$ cat src/rtl/burst_seq_pkg.sv
package burst_seq_pkg;
  typedef enum logic {
    ORD_LINEAR = 1'b0,
    ORD_INTLV  = 1'b1
  } order_e;
endpackage

$ cat src/rtl/bseq_beat_ctr.sv
module bseq_beat_ctr #(
  parameter int BEAT_W = 2
) (
  input  logic              clk_i,
  input  logic              rst_ni,
  input  logic              clr_i,
  input  logic              step_i,
  output logic [BEAT_W-1:0] beat_o
);
  always_ff @(posedge clk_i or negedge rst_ni) begin
    if (!rst_ni)      beat_o <= '0;
    else if (clr_i)   beat_o <= '0;
    else if (step_i)  beat_o <= beat_o + 1'b1; // natural wrap
  end
endmodule

$ cat src/rtl/bseq_base_reg.sv
module bseq_base_reg
  import burst_seq_pkg::*;
#(
  parameter int ADDR_W = 19
) (
  input  logic              clk_i,
  input  logic              rst_ni,
  input  logic              load_i,
  input  logic [ADDR_W-1:0] addr_i,
  input  logic              mode_i,
  output logic [ADDR_W-1:0] base_o,
  output order_e            order_o
);
  always_ff @(posedge clk_i or negedge rst_ni) begin
    if (!rst_ni) begin
      base_o  <= '0;
      order_o <= ORD_INTLV;
    end else if (load_i) begin
      base_o  <= addr_i;
      order_o <= order_e'(mode_i);
    end
  end
endmodule

$ cat src/rtl/bseq_low_map.sv
module bseq_low_map
  import burst_seq_pkg::*;
#(
  parameter int BEAT_W = 2
) (
  input  logic [BEAT_W-1:0] start_i,
  input  logic [BEAT_W-1:0] beat_i,
  input  order_e            order_i,
  output logic [BEAT_W-1:0] low_o
);
  logic [BEAT_W-1:0] low_xor, low_add;

  assign low_xor = start_i ^ beat_i;
  assign low_add = start_i + beat_i; // modulo 2**BEAT_W

  always_comb begin
    unique case (order_i)
      ORD_INTLV:  low_o = low_xor;
      default:    low_o = low_add;
    endcase
  end
endmodule

$ cat src/rtl/burst_addr_seq.sv
module burst_addr_seq
  import burst_seq_pkg::*;
#(
  parameter int ADDR_W    = 19,
  parameter int BURST_LEN = 4,
  localparam int BEAT_W   = $clog2(BURST_LEN)
) (
  input  logic              clk_i,
  input  logic              rst_ni,
  input  logic              load_i,
  input  logic [ADDR_W-1:0] addr_i,
  input  logic              adv_i,
  input  logic              mode_i,
  output logic [ADDR_W-1:0] addr_o,
  output logic [BEAT_W-1:0] beat_o
);
  logic [ADDR_W-1:0] base_q;
  order_e            order_q;
  logic [BEAT_W-1:0] beat_q;
  logic [BEAT_W-1:0] low_d;

  bseq_base_reg #(.ADDR_W(ADDR_W)) u_base (
    .clk_i   (clk_i),
    .rst_ni  (rst_ni),
    .load_i  (load_i),
    .addr_i  (addr_i),
    .mode_i  (mode_i),
    .base_o  (base_q),
    .order_o (order_q)
  );

  // load wins over advance
  bseq_beat_ctr #(.BEAT_W(BEAT_W)) u_beat (
    .clk_i  (clk_i),
    .rst_ni (rst_ni),
    .clr_i  (load_i),
    .step_i (adv_i & ~load_i),
    .beat_o (beat_q)
  );

  bseq_low_map #(.BEAT_W(BEAT_W)) u_map (
    .start_i (base_q[BEAT_W-1:0]),
    .beat_i  (beat_q),
    .order_i (order_q),
    .low_o   (low_d)
  );

  assign addr_o = {base_q[ADDR_W-1:BEAT_W], low_d};
  assign beat_o = beat_q;
endmodule

$ cat config.mk
export PLATFORM = sky130hd
export DESIGN_NAME = burst_addr_seq
export DESIGN_NICKNAME = d
export VERILOG_FILES = /design/src/rtl/burst_seq_pkg.sv /design/src/rtl/bseq_beat_ctr.sv /design/src/rtl/bseq_base_reg.sv /design/src/rtl/bseq_low_map.sv /design/src/rtl/burst_addr_seq.sv
export SDC_FILE = /design/constraint.sdc
export NUM_CORES = 1
export LEC_CHECK = 0
export BUFFER_PORTS_ARGS = -buffer_cell sky130_fd_sc_hd__buf_2
export CAP_MARGIN = 25
export CORE_ASPECT_RATIO = 1.1
export CORE_UTILIZATION = 47
export CTS_BUF_LIST = sky130_fd_sc_hd__clkbuf_2
export DETAILED_ROUTE_END_ITERATION = 10
export GPL_ROUTABILITY_DRIVEN = 0
export PLACE_DENSITY = 0.81
export SLEW_MARGIN = 10
export SYNTH_ARGS = -nofsm -noshare
export SYNTH_HDL_FRONTEND = slang
export SYNTH_HIERARCHICAL = 1
export SYNTH_SLANG_ARGS = --single-unit
export TNS_END_PERCENT = 10
$ cat constraint.sdc
create_clock -name clk_i -period 1.4 [get_ports clk_i]
set_clock_uncertainty 0.2 [all_clocks]
set_input_delay 0.14 -clock clk_i [delete_from_list [all_inputs] [get_ports clk_i]]
set_output_delay 0.14 -clock clk_i [all_outputs]
set_load 0.005 [all_outputs]
Word level (Yosys, flattened, before mapping) --
Index checks and enable logic that the tools add are counted.
Word-level totals: bits in registers 22, latch bits 0, bits in writable memories 0, ROM bits 0, bits of input ports 24, output and inout port bits 21, logic and storage cells 12, memories kept 0
Operators by class: add/subtract/negate cells 2, multipliers 0, divide/modulo/power cells 0, order comparisons 0, equality and inequality tests 0, shifts and indexed selects 0, multiplexer cells 3, bitwise gates (word level) 3, reductions and logical operators 1
Operator list (number):
- 2-to-1 mux 2 bit | 3
- adder 2 x 1 -> 2 bit, second input constant | 1
- adder 2 bit | 1
- nonzero test 2 bit | 1
- bitwise XOR 2 bit | 1
- bitwise AND 1 bit | 1
- NOT 1 bit | 1

Longest topological paths before layout --
Gate-level depths: netlist of run 1.
depth after elaboration 4, mapped depth 3, depth with buffers taken out 3

Hierarchy --
Netlist of run 1, hierarchy kept.
By module, submodules not included:
- bseq_base_reg | instances 1, cells an instance 42, area each 824.5 sq um, seq. area each 501.7 sq um
- bseq_beat_ctr | instances 1, cells an instance 7, area each 88.8 sq um, seq. area each 50.0 sq um
- bseq_low_map | instances 1, cells an instance 4, area each 36.3 sq um, seq. area each 0.0 sq um
- burst_addr_seq | instances 1, cells an instance 1, area each 13.8 sq um, seq. area each 0.0 sq um

Worst setup path after synthesis of run 1 --
OpenSTA, ideal clock, no wires.
path kind reg2out, start register u_beat.beat_o[0], end output addr_o[1], arrival time 0.876 ns, required time 1.060 ns, path slack 0.184 ns, stages on the path, launching flop included 4, buffers on the path 0, cell sequence dfrtp_1 -> ha_1 -> nor2b_1 -> xnor2_1
Between the ends: cells in the longest elaborated chain, start to end 2
RTL lines:
- start: declaration | line bseq_beat_ctr.sv:8 | output logic [BEAT_W-1:0] beat_o
- start signal: assignment | line bseq_beat_ctr.sv:13 | else if (step_i) beat_o <= beat_o + 1'b1;
- adder 2 bit | line bseq_low_map.sv:14 | assign low_add = start_i + beat_i;
- 2-to-1 mux 2 bit | line bseq_low_map.sv:17 | unique case (order_i)
- end: declaration | line burst_addr_seq.sv:14 | output logic [ADDR_W-1:0] addr_o,
Every way passes these cells.

Worst setup path in the final report of run 1 --
start register u_base.base_o[0], end output addr_o[1]
Between the ends: cells in the longest elaborated chain, start to end 2
RTL lines:
- start: declaration | line bseq_base_reg.sv:11 | output logic [ADDR_W-1:0] base_o,
- start signal: assignment | line bseq_base_reg.sv:19 | base_o <= addr_i;
- adder 2 bit | line bseq_low_map.sv:14
- 2-to-1 mux 2 bit | line bseq_low_map.sv:17
Every way passes these cells.

==> results.toml, run 1 <==
[cells_and_area]
layout_commonest_cell = "buf_2"
post_layout_nonfiller_instances = 152
design_area_um2 = 1480
area_growth_pct = 53.6
nets = 151
layout_common_cells = "44 x buf_2, 22 x dlygate4sd3_1, 21 x dfrtp_1, 20 x mux2_4, 4 x clkbuf_2"
layout-drive-gt1-share_pct = 60.8
antenna_cells = 0
n_fill_cell = 118

[critical_path]
worstPathCellList = "ha_2, nor2b_4, xnor2_1, buf_2"
path_delay_family = "flip-flops"
critical_path_class = "register to output port"
path_depth = 4
cp_max_fo = 2
required_ps = 1060
r2r_cells = 3
path_buf_inv = 1
slowest_delay_ps = 420
start_kind = "register"
crit_path_end_kind = "output port"
arrival_ps = 1270
worst_path_max_delay_cell = "dfrtp_1"

[routing]
antenna_left = 0
dr_wl_met2_um = 999
drc_errors = 0
met1_length_um = 848
drt-initial-drc-count = 4
wl_met3_um = 120
post_drt_wl_per_cell_um = 13.0
vias = 679
dr.max_layer_used = "met3"
viasPerCell = 4.47
dr.pass1.iters = 3
wirelength_um = 1970

[yosys]
netlist_instances = 54
synthTopCellsByArea = "dfrtp_1 55%, mux2_4 31%, dfstp_2 2.7%"
avgSynthCellArea_um2 = 17.8
yosysTopAreaCell = "dfrtp_1"
synthDominantCellAreaShare_pct = 54.5
mappedNetlistArea_um2 = 963
synth_seq_area_share_pct = 57.3
yosysWarningCount = 6
syn_nets = 79
yosysUniqueCellTypes = 12
ys_ff_latch = 22

[clocking]
htreeDepth = 1
clock_latency_ps = 300
cts_tree = "yes"
cts_buffer_depth = 2
clk_pin_slew_ps = 170
cts-root-buf = "clkbuf_2"
clock-sinks = 22
numCtsBuffers = 3

[sta]
fin_ws_ps = -206
min_period_ps = 1610
rsz0062_at_grt = "yes"
hold_viol_final = 0
fmax_mhz = 623
setup_viol = 2
worst_slew_pin_slew_ps = 466
slew_headroom_pct = 69.0
finalCritPeriodShare_pct = 115
drv_slew = 0

[floorplan]
fp.dieW_um = 45.2
design.core.area_um2 = 1860
io_pins = 45
dieHeight_um = 49.5
row_count = 16
floorplan.initialDensity_pct = 51.7
die_area_um2 = 2240

[place]
pre_cts_slack_ps = 129
place_inst = 125
hpwl_um = 1190
dpl_cell_area_um2 = 1220
io_buffer_count = 44

[min_path]
hold_path_class = "input port to register"
worstHoldPathCells = 4

[global_route]
grt_usage_pct = 19.1
grt_pass1_wl_um = 3040
grt_max_degree = 24
grt_overflow_total = 0
grt_pass1_vias = 673
antenna_found_initial = 0

[run_status]
failed_checks = "negative setup slack"
outcome = "finished with violations"

[power_and_ir_drop]
p_sw_share_pct = 24.1
power_frac_seq_pct = 56.3
intPower_w = 0.000991
p_comb_share_pct = 24.7
p_leak_nw = 0.758
irDropWorstVdd_mv = 0.601
clockPowerShare_pct = 19.0
power_density_nw_per_um2 = 882
p_switching_w = 0.000315

[run]
cap_violations = 0
[worst reg2reg max path, delay by kind of cell (launching register included)]
family | cells | cell delay [ps]
flops | 1 | 420
buf+inv | 1 | 150
compound gates | 2 | 310
[kinds of logic after synthesis]
kind of cell / synth area share (%)
buffers and inverters: 2.34
AOI/OAI and AO/OA: 1.95
xor gates and xnor gates: 2.73
adders and majority gates: 1.30
muxes: 31.2
and+or+nand+nor: 3.25
DFF: 57.3
[synthesized netlist by cell type]
library cell	number
dfrtp_1	21
mux2_4	20
xnor2_1	3
buf_6	2
a21bo_1	1
a21oi_2	1
dfstp_2	1
ha_1	1
nand3b_1	1
nor2_1	1
nor2b_1	1
nor2b_4	1
[stage by stage]
stage	hold slack (ps)	setup TNS, ps	total power [W]	util [%]
2_1_floorplan	-356	0	0.000886	-
3_3_place_gp	-84.0	0	0.00100	65.7
3_5_place_dp	-75.7	0	0.00101	65.7
4_1_cts	21.3	-349	0.00132	79.1
5_1_grt	21.7	-464	0.00138	79.5
6_report	50.4	-273	0.00131	79.5
[final timing paths]
check                                               from                            end  slack, ps
max                         u_base/base_o[0]$_DFFE_PN0P_                      addr_o[1]       -210
max reg2reg                 u_beat/beat_o[0]$_DFFE_PN0P_   u_beat/beat_o[1]$_DFFE_PN0P_        260
min in group asynchronous                         rst_ni  u_base/base_o[13]$_DFFE_PN0P_         70
max in group asynchronous                         rst_ni     u_base/order_o$_DFFE_PN1P_        560
min                                                adv_i   u_beat/beat_o[1]$_DFFE_PN0P_         50
min reg2reg                u_base/base_o[14]$_DFFE_PN0P_  u_base/base_o[14]$_DFFE_PN0P_        330
[power groups by stage]
stage	clock network, W	registers, W	logic, W
2_1_floorplan	0	0.000749	0.000137
5_1_grt	0.000291	0.000742	0.000347
6_report	0.000248	0.000735	0.000322
3_5_place_dp	0	0.000745	0.000268
4_1_cts	0.000265	0.000736	0.000319
3_3_place_gp	0	0.000739	0.000264
[per-layer routing]
| metal | global-route usage [%] | up-vias |
|---|---|---|
| met2 | 32.6 | 31 |
| met3 | 5.13 | 0 |
| met5 | 0 | - |
| met1 | 22.7 | 318 |
| met4 | 6.06 | 0 |
| li1 | - | 330 |
[layout make-up]
type | count | area, um2 | share of cell area [%]
flip-flops and latches | 22 | 552 | 37.3
clock buffers | 4 | 20.0 | 1.35
repair buffers | 69 | 475 | 32.1
multi-input cells | 30 | 399 | 27.0
well taps | 27 | 33.8 | 2.28
[flip-flops by register name, indices dropped and copies added (netlist names)]
name / cells
u_beat/beat_o: 2
u_base/base_o: 19
u_base/order_o: 1
[timing repair]
item,4_1_cts,5_1_grt
pin swaps,2,2
cloned,0,0
setup endpoints to repair,2,3
hold buffers,22,0
buffers inserted,0,1
hold endpoints to repair,43,0
gates resized for setup,3,0
Power figures use the tool's default switching activity.
==> run 2: changes to the inputs <==
CORE_ASPECT_RATIO = 1.25   (was 1.1)
==> run 2 against run 1 <==
Effect of this change: the run still ends with negative setup slack left; wire length grew 2.4%; first-iteration DRC count is 25% higher; final area is 0.76% lower; global-route usage up 1.3 points; worst setup slack got worse by 8.6 ps; highest routed layer unchanged; critical path depth is the same; clock-buffer cell count down 1; critical path type unchanged; core utilization shrank 0.12 points; flip-flop and latch count unchanged.
==> results.toml, run 2 (synthesis results as in run 1) <==
[critical_path]
arrival_ps = 1270
start_kind = "register"
crit_path_end_kind = "output port"
worst_path_max_delay_cell = "dfrtp_1"
slowest_delay_ps = 420
required_ps = 1060
critical_path_class = "register to output port"
cp_max_fo = 2
worstPathCellList = "ha_2, nor2b_4, xnor2_1, buf_2"

[sta]
worst_slew_pin_slew_ps = 464
drv_slew = 0
min_period_ps = 1610
fin_ws_ps = -215
rsz0062_at_grt = "yes"
finalCritPeriodShare_pct = 115
setup_viol = 2
fmax_mhz = 619
slew_headroom_pct = 69.1
hold_viol_final = 0

[clocking]
clock-sinks = 22
numCtsBuffers = 3
cts_buffer_depth = 2
htreeDepth = 1
clk_pin_slew_ps = 170
clock_latency_ps = 290
cts-root-buf = "clkbuf_2"
cts_tree = "yes"

[run_status]
outcome = "finished with violations"
failed_checks = "negative setup slack"

[cells_and_area]
layout_commonest_cell = "buf_2"
largest_register_ffs = 19
antenna_cells = 0
layout_common_cells = "44 x buf_2, 22 x dlygate4sd3_1, 21 x dfrtp_1, 20 x mux2_4"
layout-drive-gt1-share_pct = 60.0
top_regs = "u_base/base_o (19), u_beat/beat_o (2), u_base/order_o (1)"
design_area_um2 = 1470
largest_register = "u_base/base_o"
area_growth_pct = 52.5
n_fill_cell = 101
nets = 151

[global_route]
grt_max_degree = 24
grt_pass1_vias = 719
grt_pass1_wl_um = 3320
grt_overflow_total = 0
antenna_found_initial = 0
grt_usage_pct = 20.4

[run]
cap_violations = 0

[place]
dpl_cell_area_um2 = 1210
pre_cts_slack_ps = 126
io_buffer_count = 44
hpwl_um = 1160

[routing]
dr.pass1.iters = 4
viasPerCell = 4.77
drt-initial-drc-count = 5
antenna_left = 0
post_drt_wl_per_cell_um = 14.0
wirelength_um = 2020
vias = 687
drc_errors = 0

[floorplan]
row_count = 17
dieHeight_um = 52.6
io_pins = 45
design.core.area_um2 = 1850
floorplan.initialDensity_pct = 52.1
die_area_um2 = 2240
fp.dieW_um = 42.5

[power_and_ir_drop]
power_density_nw_per_um2 = 881
p_leak_nw = 0.755
irDropWorstVdd_mv = 0.649

[min_path]
hold_path_class = "input port to register"
run 2: cell types whose count changed in the layout (fill, tap and decap cells not counted), sizes merged:
cell | previous run | this run
clkbuf | 4 | 3
clkinv | 0 | 1
run 2: power by group:
part	switching, W	internal, W
clock	0.000171	0.0000621
sequential	0.0000375	0.000699
combinational	0.000108	0.000217
run 2: layout make-up:
cell class	count	area (um2)	share of cell area (%)
Multi-Input combinational cell	30	399	27.2
Tap cell	19	23.8	1.62
Sequential cell	22	552	37.6
Clock buffer	3	15.0	1.02
Timing Repair Buffer	69	475	32.4
Clock inverter	1	3.75	0.256
run 2: what timing repair did:
item,CTS,global route
hold buffers,21,1
setup buffers,1,0
setup endpoints to repair,2,3
gates resized for setup,3,0
endpoints found under the hold margin,42,1
pin swaps,2,2
run 2: critical path: cells and delay by family (launching register included):
| family | cells | cell delay (ps) |
|---|---|---|
| DFF | 1 | 420 |
| and+or+nand+nor | 1 | 130 |
| adders and majority gates | 1 | 190 |
| xor gates and xnor gates | 1 | 120 |
| buffers and inverters | 1 | 130 |
run 2: per-stage QoR:
stage          TNS [ps]  cells  power (W)  util (%)  hold slack [ps]
2_1_floorplan         0     54   0.000886         -             -356
3_3_place_gp          0    117    0.00100      65.5            -84.5
3_5_place_dp          0    117    0.00101      65.5            -77.3
4_1_cts            -301    143    0.00130      78.8             14.4
5_1_grt            -481    144    0.00137      79.4             3.00
6_report           -286    144    0.00129      79.4             32.4
run 2: final timing paths:
check                                                   start                       endpoint  slack, ps  cells past startpoint
max in group asynchronous                              rst_ni     u_base/order_o$_DFFE_PN1P_        540                      2
worst max register to register   u_beat/beat_o[0]$_DFFE_PN0P_   u_beat/beat_o[1]$_DFFE_PN0P_        270                      3
worst min-delay path                                    adv_i   u_beat/beat_o[1]$_DFFE_PN0P_         30                      4
worst max-delay path             u_base/base_o[0]$_DFFE_PN0P_                      addr_o[1]       -210                      4
worst min register to register  u_base/base_o[17]$_DFFE_PN0P_  u_base/base_o[17]$_DFFE_PN0P_        330                      1
min in group asynchronous                              rst_ni   u_base/base_o[5]$_DFFE_PN0P_        110                      2
run 2: per-layer routing:
metal | part of all wire, % | global-route usage [%]
met4 | 0 | 6.25
met1 | 42 | 24.3
met5 | 0 | 0
met2 | 51 | 37.2
met3 | 6.4 | 3.79
